**config.mk**
```make
export PLATFORM = sky130hd
export DESIGN_NAME = ycc422_conv
export DESIGN_NICKNAME = d
export VERILOG_FILES = /design/src/rtl/ycc_pkg.sv /design/src/rtl/ycc_mac.sv /design/src/rtl/ycc_pair.sv /design/src/rtl/ycc422_conv.sv
export SDC_FILE = /design/constraint.sdc
export NUM_CORES = 2
export LEC_CHECK = 0
export BUFFER_PORTS_ARGS = -buffer_cell sky130_fd_sc_hd__buf_2
export CORE_AREA = 2 2 342 344
export CTS_CLUSTER_SIZE = 14
export DETAILED_ROUTE_END_ITERATION = 7
export DIE_AREA = 0 0 344 346
export PLACE_DENSITY = 0.55
export RECOVER_POWER = 25
export SKIP_LAST_GASP = 1
export SLEW_MARGIN = 40
export SYNTH_ARGS = -nofsm -noshare
export SYNTH_HDL_FRONTEND = slang
export SYNTH_SLANG_ARGS = --single-unit
```
**constraint.sdc**
```tcl
create_clock -name clk -period 4.7 [get_ports clk]
set_input_delay 0 -clock clk [delete_from_list [all_inputs] [get_ports clk]]
set_output_delay 0 -clock clk [all_outputs]
set_load 0.02 [all_outputs]
```
**src/rtl/ycc_pkg.sv**
```systemverilog
package ycc_pkg;
  typedef enum logic [1:0] {
    FILT_EVEN    = 2'd0,
    FILT_ODD     = 2'd1,
    FILT_AVG_DN  = 2'd2,
    FILT_AVG_RND = 2'd3
  } filt_mode_e;

  localparam int LANES = 3;
endpackage

```
**src/rtl/ycc_mac.sv**
```systemverilog
module ycc_mac import ycc_pkg::*; #(
  parameter int PIX_W  = 8,
  parameter int COEF_W = 10,
  parameter int FRAC_W = 8,
  parameter int RES_W  = COEF_W + PIX_W + 4 - FRAC_W
) (
  input  logic                     clk,
  input  logic                     rst,
  input  logic                     en,
  input  logic                     in_vld,
  input  logic [PIX_W-1:0]         r,
  input  logic [PIX_W-1:0]         g,
  input  logic [PIX_W-1:0]         b,
  input  logic [LANES*COEF_W-1:0]  coef,
  input  logic [PIX_W-1:0]         offs,
  output logic                     out_vld,
  output logic signed [RES_W-1:0]  res
);
  localparam int PROD_W = COEF_W + PIX_W + 1;
  localparam int SUM_W  = PROD_W + 2;
  localparam int HI_W   = SUM_W - FRAC_W;

  logic [PIX_W-1:0]         pix [LANES];
  logic signed [PROD_W-1:0] prod_q [LANES];
  logic                     vld1;
  logic signed [SUM_W-1:0]  acc;
  logic [HI_W-1:0]          acc_hi;
  logic [FRAC_W-2:0]        frac_unused;
  logic [RES_W-1:0]         res_d;

  assign pix[0] = r;
  assign pix[1] = g;
  assign pix[2] = b;

  // stage 1: one product per colour channel
  always_ff @(posedge clk) begin
    if (rst) begin
      vld1 <= 1'b0;
      for (int k = 0; k < LANES; k++) prod_q[k] <= '0;
    end else if (en) begin
      vld1 <= in_vld;
      for (int k = 0; k < LANES; k++)
        prod_q[k] <= $signed(coef[k*COEF_W +: COEF_W]) * $signed({1'b0, pix[k]});
    end
  end

  // stage 2: sum, round to nearest (half up), add offset
  always_comb begin
    acc = {{2{prod_q[0][PROD_W-1]}}, prod_q[0]}
        + {{2{prod_q[1][PROD_W-1]}}, prod_q[1]}
        + {{2{prod_q[2][PROD_W-1]}}, prod_q[2]};
    acc_hi      = acc[SUM_W-1:FRAC_W];
    frac_unused = acc[FRAC_W-2:0];
    res_d = {acc_hi[HI_W-1], acc_hi}
          + RES_W'(acc[FRAC_W-1])
          + {{(RES_W-PIX_W){1'b0}}, offs};
  end

  always_ff @(posedge clk) begin
    if (rst) begin
      out_vld <= 1'b0;
      res     <= '0;
    end else if (en) begin
      out_vld <= vld1;
      res     <= $signed(res_d);
    end
  end

  // a product stage that advances always fills the sum stage
  p_stage_fill_r7: assert property (@(posedge clk) disable iff (rst)
    (en && vld1) |=> out_vld);
  // a stalled lane keeps its result
  p_lane_hold_r8: assert property (@(posedge clk) disable iff (rst)
    (!en && out_vld) |=> (out_vld && $stable(res)));
endmodule

```
**src/rtl/ycc_pair.sv**
```systemverilog
module ycc_pair import ycc_pkg::*; #(
  parameter int PIX_W = 8,
  parameter int RES_W = 14
) (
  input  logic                    clk,
  input  logic                    rst,
  input  logic                    en,
  input  logic                    in_vld,
  input  logic signed [RES_W-1:0] y_in,
  input  logic signed [RES_W-1:0] cb_in,
  input  logic signed [RES_W-1:0] cr_in,
  input  logic [1:0]              mode,
  input  logic [PIX_W-1:0]        y_min,
  input  logic [PIX_W-1:0]        y_max,
  input  logic [PIX_W-1:0]        c_min,
  input  logic [PIX_W-1:0]        c_max,
  output logic                    out_vld,
  output logic [PIX_W-1:0]        y0,
  output logic [PIX_W-1:0]        y1,
  output logic [PIX_W-1:0]        cb,
  output logic [PIX_W-1:0]        cr
);
  logic                    phase_q;
  logic signed [RES_W-1:0] hold_y, hold_cb, hold_cr;
  logic signed [RES_W-1:0] cb_sel, cr_sel;

  function automatic logic [PIX_W-1:0] clip(input logic signed [RES_W-1:0] v,
                                             input logic [PIX_W-1:0] lo,
                                             input logic [PIX_W-1:0] hi);
    if (v < $signed({{(RES_W-PIX_W){1'b0}}, lo}))      return lo;
    else if (v > $signed({{(RES_W-PIX_W){1'b0}}, hi})) return hi;
    else                                               return v[PIX_W-1:0];
  endfunction

  function automatic logic signed [RES_W-1:0] pick(input filt_mode_e m,
                                                    input logic signed [RES_W-1:0] a,
                                                    input logic signed [RES_W-1:0] bb);
    logic [RES_W:0] s;
    s = {a[RES_W-1], a} + {bb[RES_W-1], bb};
    case (m)
      FILT_EVEN:   return a;
      FILT_ODD:    return bb;
      FILT_AVG_DN: return $signed(s[RES_W:1]);
      default:     return $signed(s[RES_W:1] + RES_W'(s[0]));
    endcase
  endfunction

  always_comb begin
    cb_sel = pick(filt_mode_e'(mode), hold_cb, cb_in);
    cr_sel = pick(filt_mode_e'(mode), hold_cr, cr_in);
  end

  always_ff @(posedge clk) begin
    if (rst) begin
      phase_q <= 1'b0;
      out_vld <= 1'b0;
      hold_y  <= '0;
      hold_cb <= '0;
      hold_cr <= '0;
      y0 <= '0;
      y1 <= '0;
      cb <= '0;
      cr <= '0;
    end else if (en) begin
      out_vld <= in_vld & phase_q;
      if (in_vld) begin
        phase_q <= ~phase_q;
        if (!phase_q) begin
          hold_y  <= y_in;
          hold_cb <= cb_in;
          hold_cr <= cr_in;
        end else begin
          y0 <= clip(hold_y, y_min, y_max);
          y1 <= clip(y_in, y_min, y_max);
          cb <= clip(cb_sel, c_min, c_max);
          cr <= clip(cr_sel, c_min, c_max);
        end
      end
    end
  end

  // odd pixel produces a beat, even pixel does not
  p_odd_emits_r5: assert property (@(posedge clk) disable iff (rst)
    (en && in_vld && phase_q) |=> out_vld);
  p_even_silent_r5: assert property (@(posedge clk) disable iff (rst)
    (en && in_vld && !phase_q) |=> !out_vld);
  // luma and chroma inside their limits while the limits are steady
  p_y_range_r3: assert property (@(posedge clk) disable iff (rst)
    (out_vld && $stable(y_min) && $stable(y_max) && (y_min <= y_max)) |->
      (y0 >= y_min && y0 <= y_max && y1 >= y_min && y1 <= y_max));
  p_c_range_r3: assert property (@(posedge clk) disable iff (rst)
    (out_vld && $stable(c_min) && $stable(c_max) && (c_min <= c_max)) |->
      (cb >= c_min && cb <= c_max && cr >= c_min && cr <= c_max));
endmodule

```
**src/rtl/ycc422_conv.sv**
```systemverilog
module ycc422_conv import ycc_pkg::*; #(
  parameter int PIX_W  = 8,
  parameter int COEF_W = 10,
  parameter int FRAC_W = 8
) (
  input  logic                          clk,
  input  logic                          rst,
  input  logic                          in_valid,
  output logic                          in_ready,
  input  logic [PIX_W-1:0]              in_r,
  input  logic [PIX_W-1:0]              in_g,
  input  logic [PIX_W-1:0]              in_b,
  input  logic [LANES*LANES*COEF_W-1:0] coef,
  input  logic [PIX_W-1:0]              y_off,
  input  logic [PIX_W-1:0]              c_off,
  input  logic [PIX_W-1:0]              y_min,
  input  logic [PIX_W-1:0]              y_max,
  input  logic [PIX_W-1:0]              c_min,
  input  logic [PIX_W-1:0]              c_max,
  input  logic [1:0]                    filt_mode,
  output logic                          out_valid,
  input  logic                          out_ready,
  output logic [PIX_W-1:0]              out_y0,
  output logic [PIX_W-1:0]              out_y1,
  output logic [PIX_W-1:0]              out_cb,
  output logic [PIX_W-1:0]              out_cr
);
  localparam int RES_W  = COEF_W + PIX_W + 4 - FRAC_W;
  localparam int ROW_W  = LANES * COEF_W;

  logic                    adv;
  logic signed [RES_W-1:0] ch_res [LANES];
  logic [LANES-1:0]        ch_vld;
  logic [LANES-2:0]        side_vld_unused;

  // whole pipeline moves together unless a finished beat is blocked
  assign adv             = ~out_valid | out_ready;
  assign in_ready        = adv;
  assign side_vld_unused = ch_vld[LANES-1:1];

  for (genvar c = 0; c < LANES; c++) begin : g_lane
    ycc_mac #(
      .PIX_W (PIX_W),
      .COEF_W(COEF_W),
      .FRAC_W(FRAC_W),
      .RES_W (RES_W)
    ) u_mac (
      .clk    (clk),
      .rst    (rst),
      .en     (adv),
      .in_vld (in_valid),
      .r      (in_r),
      .g      (in_g),
      .b      (in_b),
      .coef   (coef[c*ROW_W +: ROW_W]),
      .offs   ((c == 0) ? y_off : c_off),
      .out_vld(ch_vld[c]),
      .res    (ch_res[c])
    );
  end

  ycc_pair #(
    .PIX_W(PIX_W),
    .RES_W(RES_W)
  ) u_pair (
    .clk    (clk),
    .rst    (rst),
    .en     (adv),
    .in_vld (ch_vld[0]),
    .y_in   (ch_res[0]),
    .cb_in  (ch_res[1]),
    .cr_in  (ch_res[2]),
    .mode   (filt_mode),
    .y_min  (y_min),
    .y_max  (y_max),
    .c_min  (c_min),
    .c_max  (c_max),
    .out_vld(out_valid),
    .y0     (out_y0),
    .y1     (out_y1),
    .cb     (out_cb),
    .cr     (out_cr)
  );

  // a blocked beat stays put and input is refused
  p_hold_r8: assert property (@(posedge clk) disable iff (rst)
    (out_valid && !out_ready) |=>
      (out_valid && $stable(out_y0) && $stable(out_y1) && $stable(out_cb) && $stable(out_cr)));
  p_backpressure_r8: assert property (@(posedge clk) disable iff (rst)
    (out_valid && !out_ready) |-> !in_ready);
  // after reset nothing is pending
  p_reset_idle_r9: assert property (@(posedge clk)
    $past(rst) |-> !out_valid);
endmodule

```
==> Implementation_results.wiki <==
{| class="wikitable"
! Metric !! Value
|-
| Result of the run || finished with violations
|-
| Violations in the final reports || DRC, capacitance limit, slew limit
|-
| Pin slew with the least headroom to its limit || around 2.4 ns
|-
| Global-route wire length before repair || 191,000 microns
|-
| Via count of the first global-routing pass || about 37,000
|-
| Height of the die || 346 microns
|-
| Crit-path leading delay family || adder cells
|-
| Number of buffers created by CTS || 37
|-
| Remaining design rule violation count || 2
|-
| Worst-case register-to-register setup slack || around 0.011 ns
|-
| Hold Path Cell Cnt || 4
|-
| Post-Synthesis Net Count || approximately 6,400
|-
| Final Hold Violating Endpoints || 0
|-
| Cell variety after synth || 93
|-
| Sequential element share of the synthesized area || 0.164
|-
| Pwr dens || 638 mW/mm^2
|-
| Post-DR wirelength/cell || 16.3 microns
|-
| Initial standard-cell utilization of the core || 0.397
|-
| Worst R2R Path Depth || 22
|-
| Crit Path Max Fanout || 4
|-
| Die Width || ~340 microns
|-
| Cell with the largest stage delay on the worst path || fa_1
|-
| Top library cells by usage in the layout, fill and taps aside || inv_1 (949), fa_1 (651), ha_1 (510)
|-
| Sum of negative setup slack || 0 ns
|-
| Clock tree skew after final layout || 0.0396 ns
|-
| Via count of the routed design || approximately 35,000
|-
| Number of violations of the max-capacitance limit || 4
|-
| Sort of element at the end of the critical path || flop
|-
| Commonest non-fill, non-tap cell in the layout || inv_1
|-
| Static leakage power || between 20 and 30 nW
|-
| Antenna-violating nets left || 0
|-
| Area growth syn-to-layout || 17.1%
|-
| Final HPWL DP || 99,200 microns
|-
| Critical Setup Path Class || flop to flop
|-
| Count of input and output buffers || roughly 200
|-
| Type of the most critical hold path || input port to flop
|-
| Number of synthesized register bits || slightly below 300
|-
| Number of warnings issued by yosys || 0
|-
| Asr flop ratio synth || 0
|-
| Final Max Tran Viols || between 150 and 200
|-
| Gr ovfl total || 0
|-
| Type of element launching the critical path || flop
|-
| Buffer levels on the longest clock path || 3
|-
| Number of antenna violations at the first check in global routing || 12
|-
| Core occupancy in the finished layout || 0.465
|-
| Cell row count || 125
|-
| Total I/O pin count || about 200
|-
| Post-Synthesis Mean Instance Area || roughly 9.1 sq um
|-
| Ratio of final minimum period to clock period || 0.998
|-
| Maximum operating frequency || roughly 210 MHz
|-
| Share of final-layout standard cells stronger than drive strength 1 || 0.141
|-
| Number of synthesized flops with an enable pin || between 150 and 200
|-
| Top_reg_cell synth || edfxtp_1
|-
| Clock Sinks || 291
|-
| Capturing point of the worst reg2reg path || g_lane[2].u_mac.res[10]$_SDFFE_PP0N_
|-
| Final Wtd Congestion || about 0.89
|-
| Origin of the worst min-delay path || c_off[1]
|-
| Drt first pass iters || 8
|-
| Clock H-tree levels || 2
|-
| Clock period minus final worst setup slack || around 4.7 ns
|-
| Die outline area || approximately 0.12 sq mm
|-
| Capture endpoint of the worst hold path || g_lane[2].u_mac.res[1]$_SDFFE_PP0N_
|-
| Clock edge transition at the registers on the reported setup and hold paths || approximately 0.060 ns
|-
| Total design power || ~34 mW
|-
| TritonCTS clock tree || done
|-
| Unrepaired setup endpoints after global routing || yes
|-
| Buffers and inverters on the worst path || 3
|-
| Cell breakdown of the critical path || fa_1 > ha_4 > a21o_1 > a21oi_2 > o21ai_2 > a21oi_2 > buf_4 > buf_4 > buf_4 > xor2_1 > fa_2 > fa_2 > nor2b_4 > o21ai_2 > a21boi_2 > o21ai_1 > nand2b_1 > a31o_4 > nand2_2 > nor3b_2 > nor3_1 > or4_1
|-
| Critical path required time || 5.16 ns
|-
| Vias/cell || a little under 5
|-
| Slowest stage delay, CP || 0.60 ns
|-
| Final Worst Setup Slack || between 0.01 and 0.015 ns
|-
| Post-synth design cell area || between 0.04 and 0.05 sq mm
|-
| Clock latency of the later-clocked register in the worst-skew pair || approximately 0.58 ns
|-
| Remaining max-slew budget at the tightest pin || -0.618
|-
| Starting DRC count in detailed routing || between 1,500 and 2,000
|-
| Placeable core region || around 0.12 sq mm
|-
| Final wirelength || around 120,000 microns
|-
| Worst hold slack || approximately 0.028 ns
|-
| CTS Root Buffer Type || clkbuf_16
|-
| Cell with the most instances on the worst path || buf_4
|-
| Max IR drop VDD || between 0.0005 and 0.0006 V
|-
| Beginning of the worst register-to-register path || g_lane[2].u_mac.prod_q[0][4]$_SDFFCE_PN0P_
|-
| Arr. time, crit path || 5.15 ns
|-
| Final net count || slightly below 7,000
|-
| Worst slack at placement || -0.376 ns
|-
| GR Util All Layers || 0.199
|-
| Number of standard cells after synthesis || 5,039
|-
| Final-report setup violation count || 0
|-
| Maximum number of pins on one net before global-route repair || roughly 140
|}
==> per-stage QoR <==
stage / instances / cell area, sq um
final: 7160 / 53700
after global routing: 7152 / 53700
after CTS: 7145 / 53300
after detailed placement: 7012 / 51400
after global placement: 7011 / 51300
after floorplan: 5039 / 45800
==> worst max-delay path by stage <==
stage                                                from                              endpoint  slack (ns)  cells after the start
6_report       g_lane[2].u_mac.prod_q[0][4]$_SDFFCE_PN0P_  g_lane[2].u_mac.res[10]$_SDFFE_PP0N_        0.01                     22
2_1_floorplan  g_lane[2].u_mac.prod_q[0][4]$_SDFFCE_PN0P_  g_lane[2].u_mac.res[10]$_SDFFE_PP0N_      0.0005                     22
3_3_place_gp   g_lane[2].u_mac.prod_q[0][4]$_SDFFCE_PN0P_  g_lane[2].u_mac.res[10]$_SDFFE_PP0N_       -0.34                     22
4_1_cts        g_lane[0].u_mac.prod_q[0][4]$_SDFFCE_PN0P_  g_lane[0].u_mac.res[10]$_SDFFE_PP0N_       -0.01                     22
5_1_grt        g_lane[2].u_mac.prod_q[0][4]$_SDFFCE_PN0P_  g_lane[2].u_mac.res[10]$_SDFFE_PP0N_       -0.28                     25
3_5_place_dp   g_lane[2].u_mac.prod_q[0][4]$_SDFFCE_PN0P_  g_lane[2].u_mac.res[10]$_SDFFE_PP0N_       -0.38                     22
==> synth_stat cells (all sizes together), types with 45 or more instances <==
cell type    n  area [sq um]
a21o        48           360
a21oi      196           992
and2       483          3020
clkbuf     132           495
dfxtp      120          2400
edfxtp     171          5130
fa         656         13100
ha         512          6410
inv        950          3570
mux2i       45           450
nand2      500          1880
nor2       271          1020
nor2b       47           302
nor3        72           365
o21ai      161           851
xnor2      115          1010
xor2        86           753
==> sequential cells by signal, indices dropped and copies added (netlist names), 8 cells and up <==
| name | flops |
|---|---|
| u_pair.y1 | 8 |
| u_pair.cr | 8 |
| u_pair.hold_cr | 14 |
| u_pair.y0 | 8 |
| g_lane.u_mac.prod_q | 171 |
| u_pair.hold_cb | 14 |
| u_pair.cb | 8 |
| u_pair.hold_y | 14 |
| g_lane.u_mac.res | 42 |
==> per-layer routing <==
metal  global-route usage  routed length [microns]  vias to the layer above
met5                    0                       10                        -
met4               0.0414                     2330                        2
met3               0.0203                     4440                      132
met2                0.350                    57500                      520
met1                0.265                    52400                    17200
li1                     -                        -                    17200
==> cell families (layout without fill, tap and decap cells) <==
| kind of cell | count (synthesis) | after routing | synth area share |
|---|---|---|---|
| AOI/OAI and AO/OA | 670 | 670 | 0.0967 |
| xor gates and xnor gates | 201 | 201 | 0.0384 |
| adders and majority gates | 1168 | 1168 | 0.426 |
| buffers and inverters | 1094 | 1683 | 0.0899 |
| DFF | 291 | 291 | 0.164 |
| muxes | 64 | 64 | 0.0156 |
| other | 0 | 8 | 0 |
| and+or+nand+nor | 1551 | 1551 | 0.169 |
==> layout make-up <==
type | count | area [sq um]
diodes | 8 | 20.0
clock buffers | 48 | 988
clock inverters | 20 | 256
fillers | 11300 | 61700
inverters | 950 | 3570
multi-input cells | 3654 | 34700
flip-flops and latches | 291 | 7540
well taps | 1524 | 1910
repair buffers | 665 | 4750
==> worst reg2reg max path, stage by stage (launching register included) <==
cell	delay, ns
edfxtp_1	0.42
fa_1	0.60
ha_4	0.21
a21o_1	0.18
a21oi_2	0.13
o21ai_2	0.08
a21oi_2	0.16
buf_4	0.12
buf_4	0.09
buf_4	0.09
xor2_1	0.07
fa_2	0.37
fa_2	0.41
nor2b_4	0.14
o21ai_2	0.08
a21boi_2	0.17
o21ai_1	0.08
nand2b_1	0.12
a31o_4	0.19
nand2_2	0.07
nor3b_2	0.24
nor3_1	0.06
or4_1	0.51
==> power by group <==
group	switching [mW]	internal (mW)	total [mW]
Combinational	14.1	12.7	26.7
Sequential	0.704	3.85	4.55
Clock	1.19	1.73	2.93
==> timing repair <==
item | in CTS | in global routing
setup buffers | 14 | 10
gates resized for setup | 35 | 107
endpoints found under the setup margin | 12 | 65
pin swaps | 27 | 46
hold endpoints to repair | 45 | 0
hold buffers | 51 | 0
No activity file was read; power rests on OpenSTA's default activity.
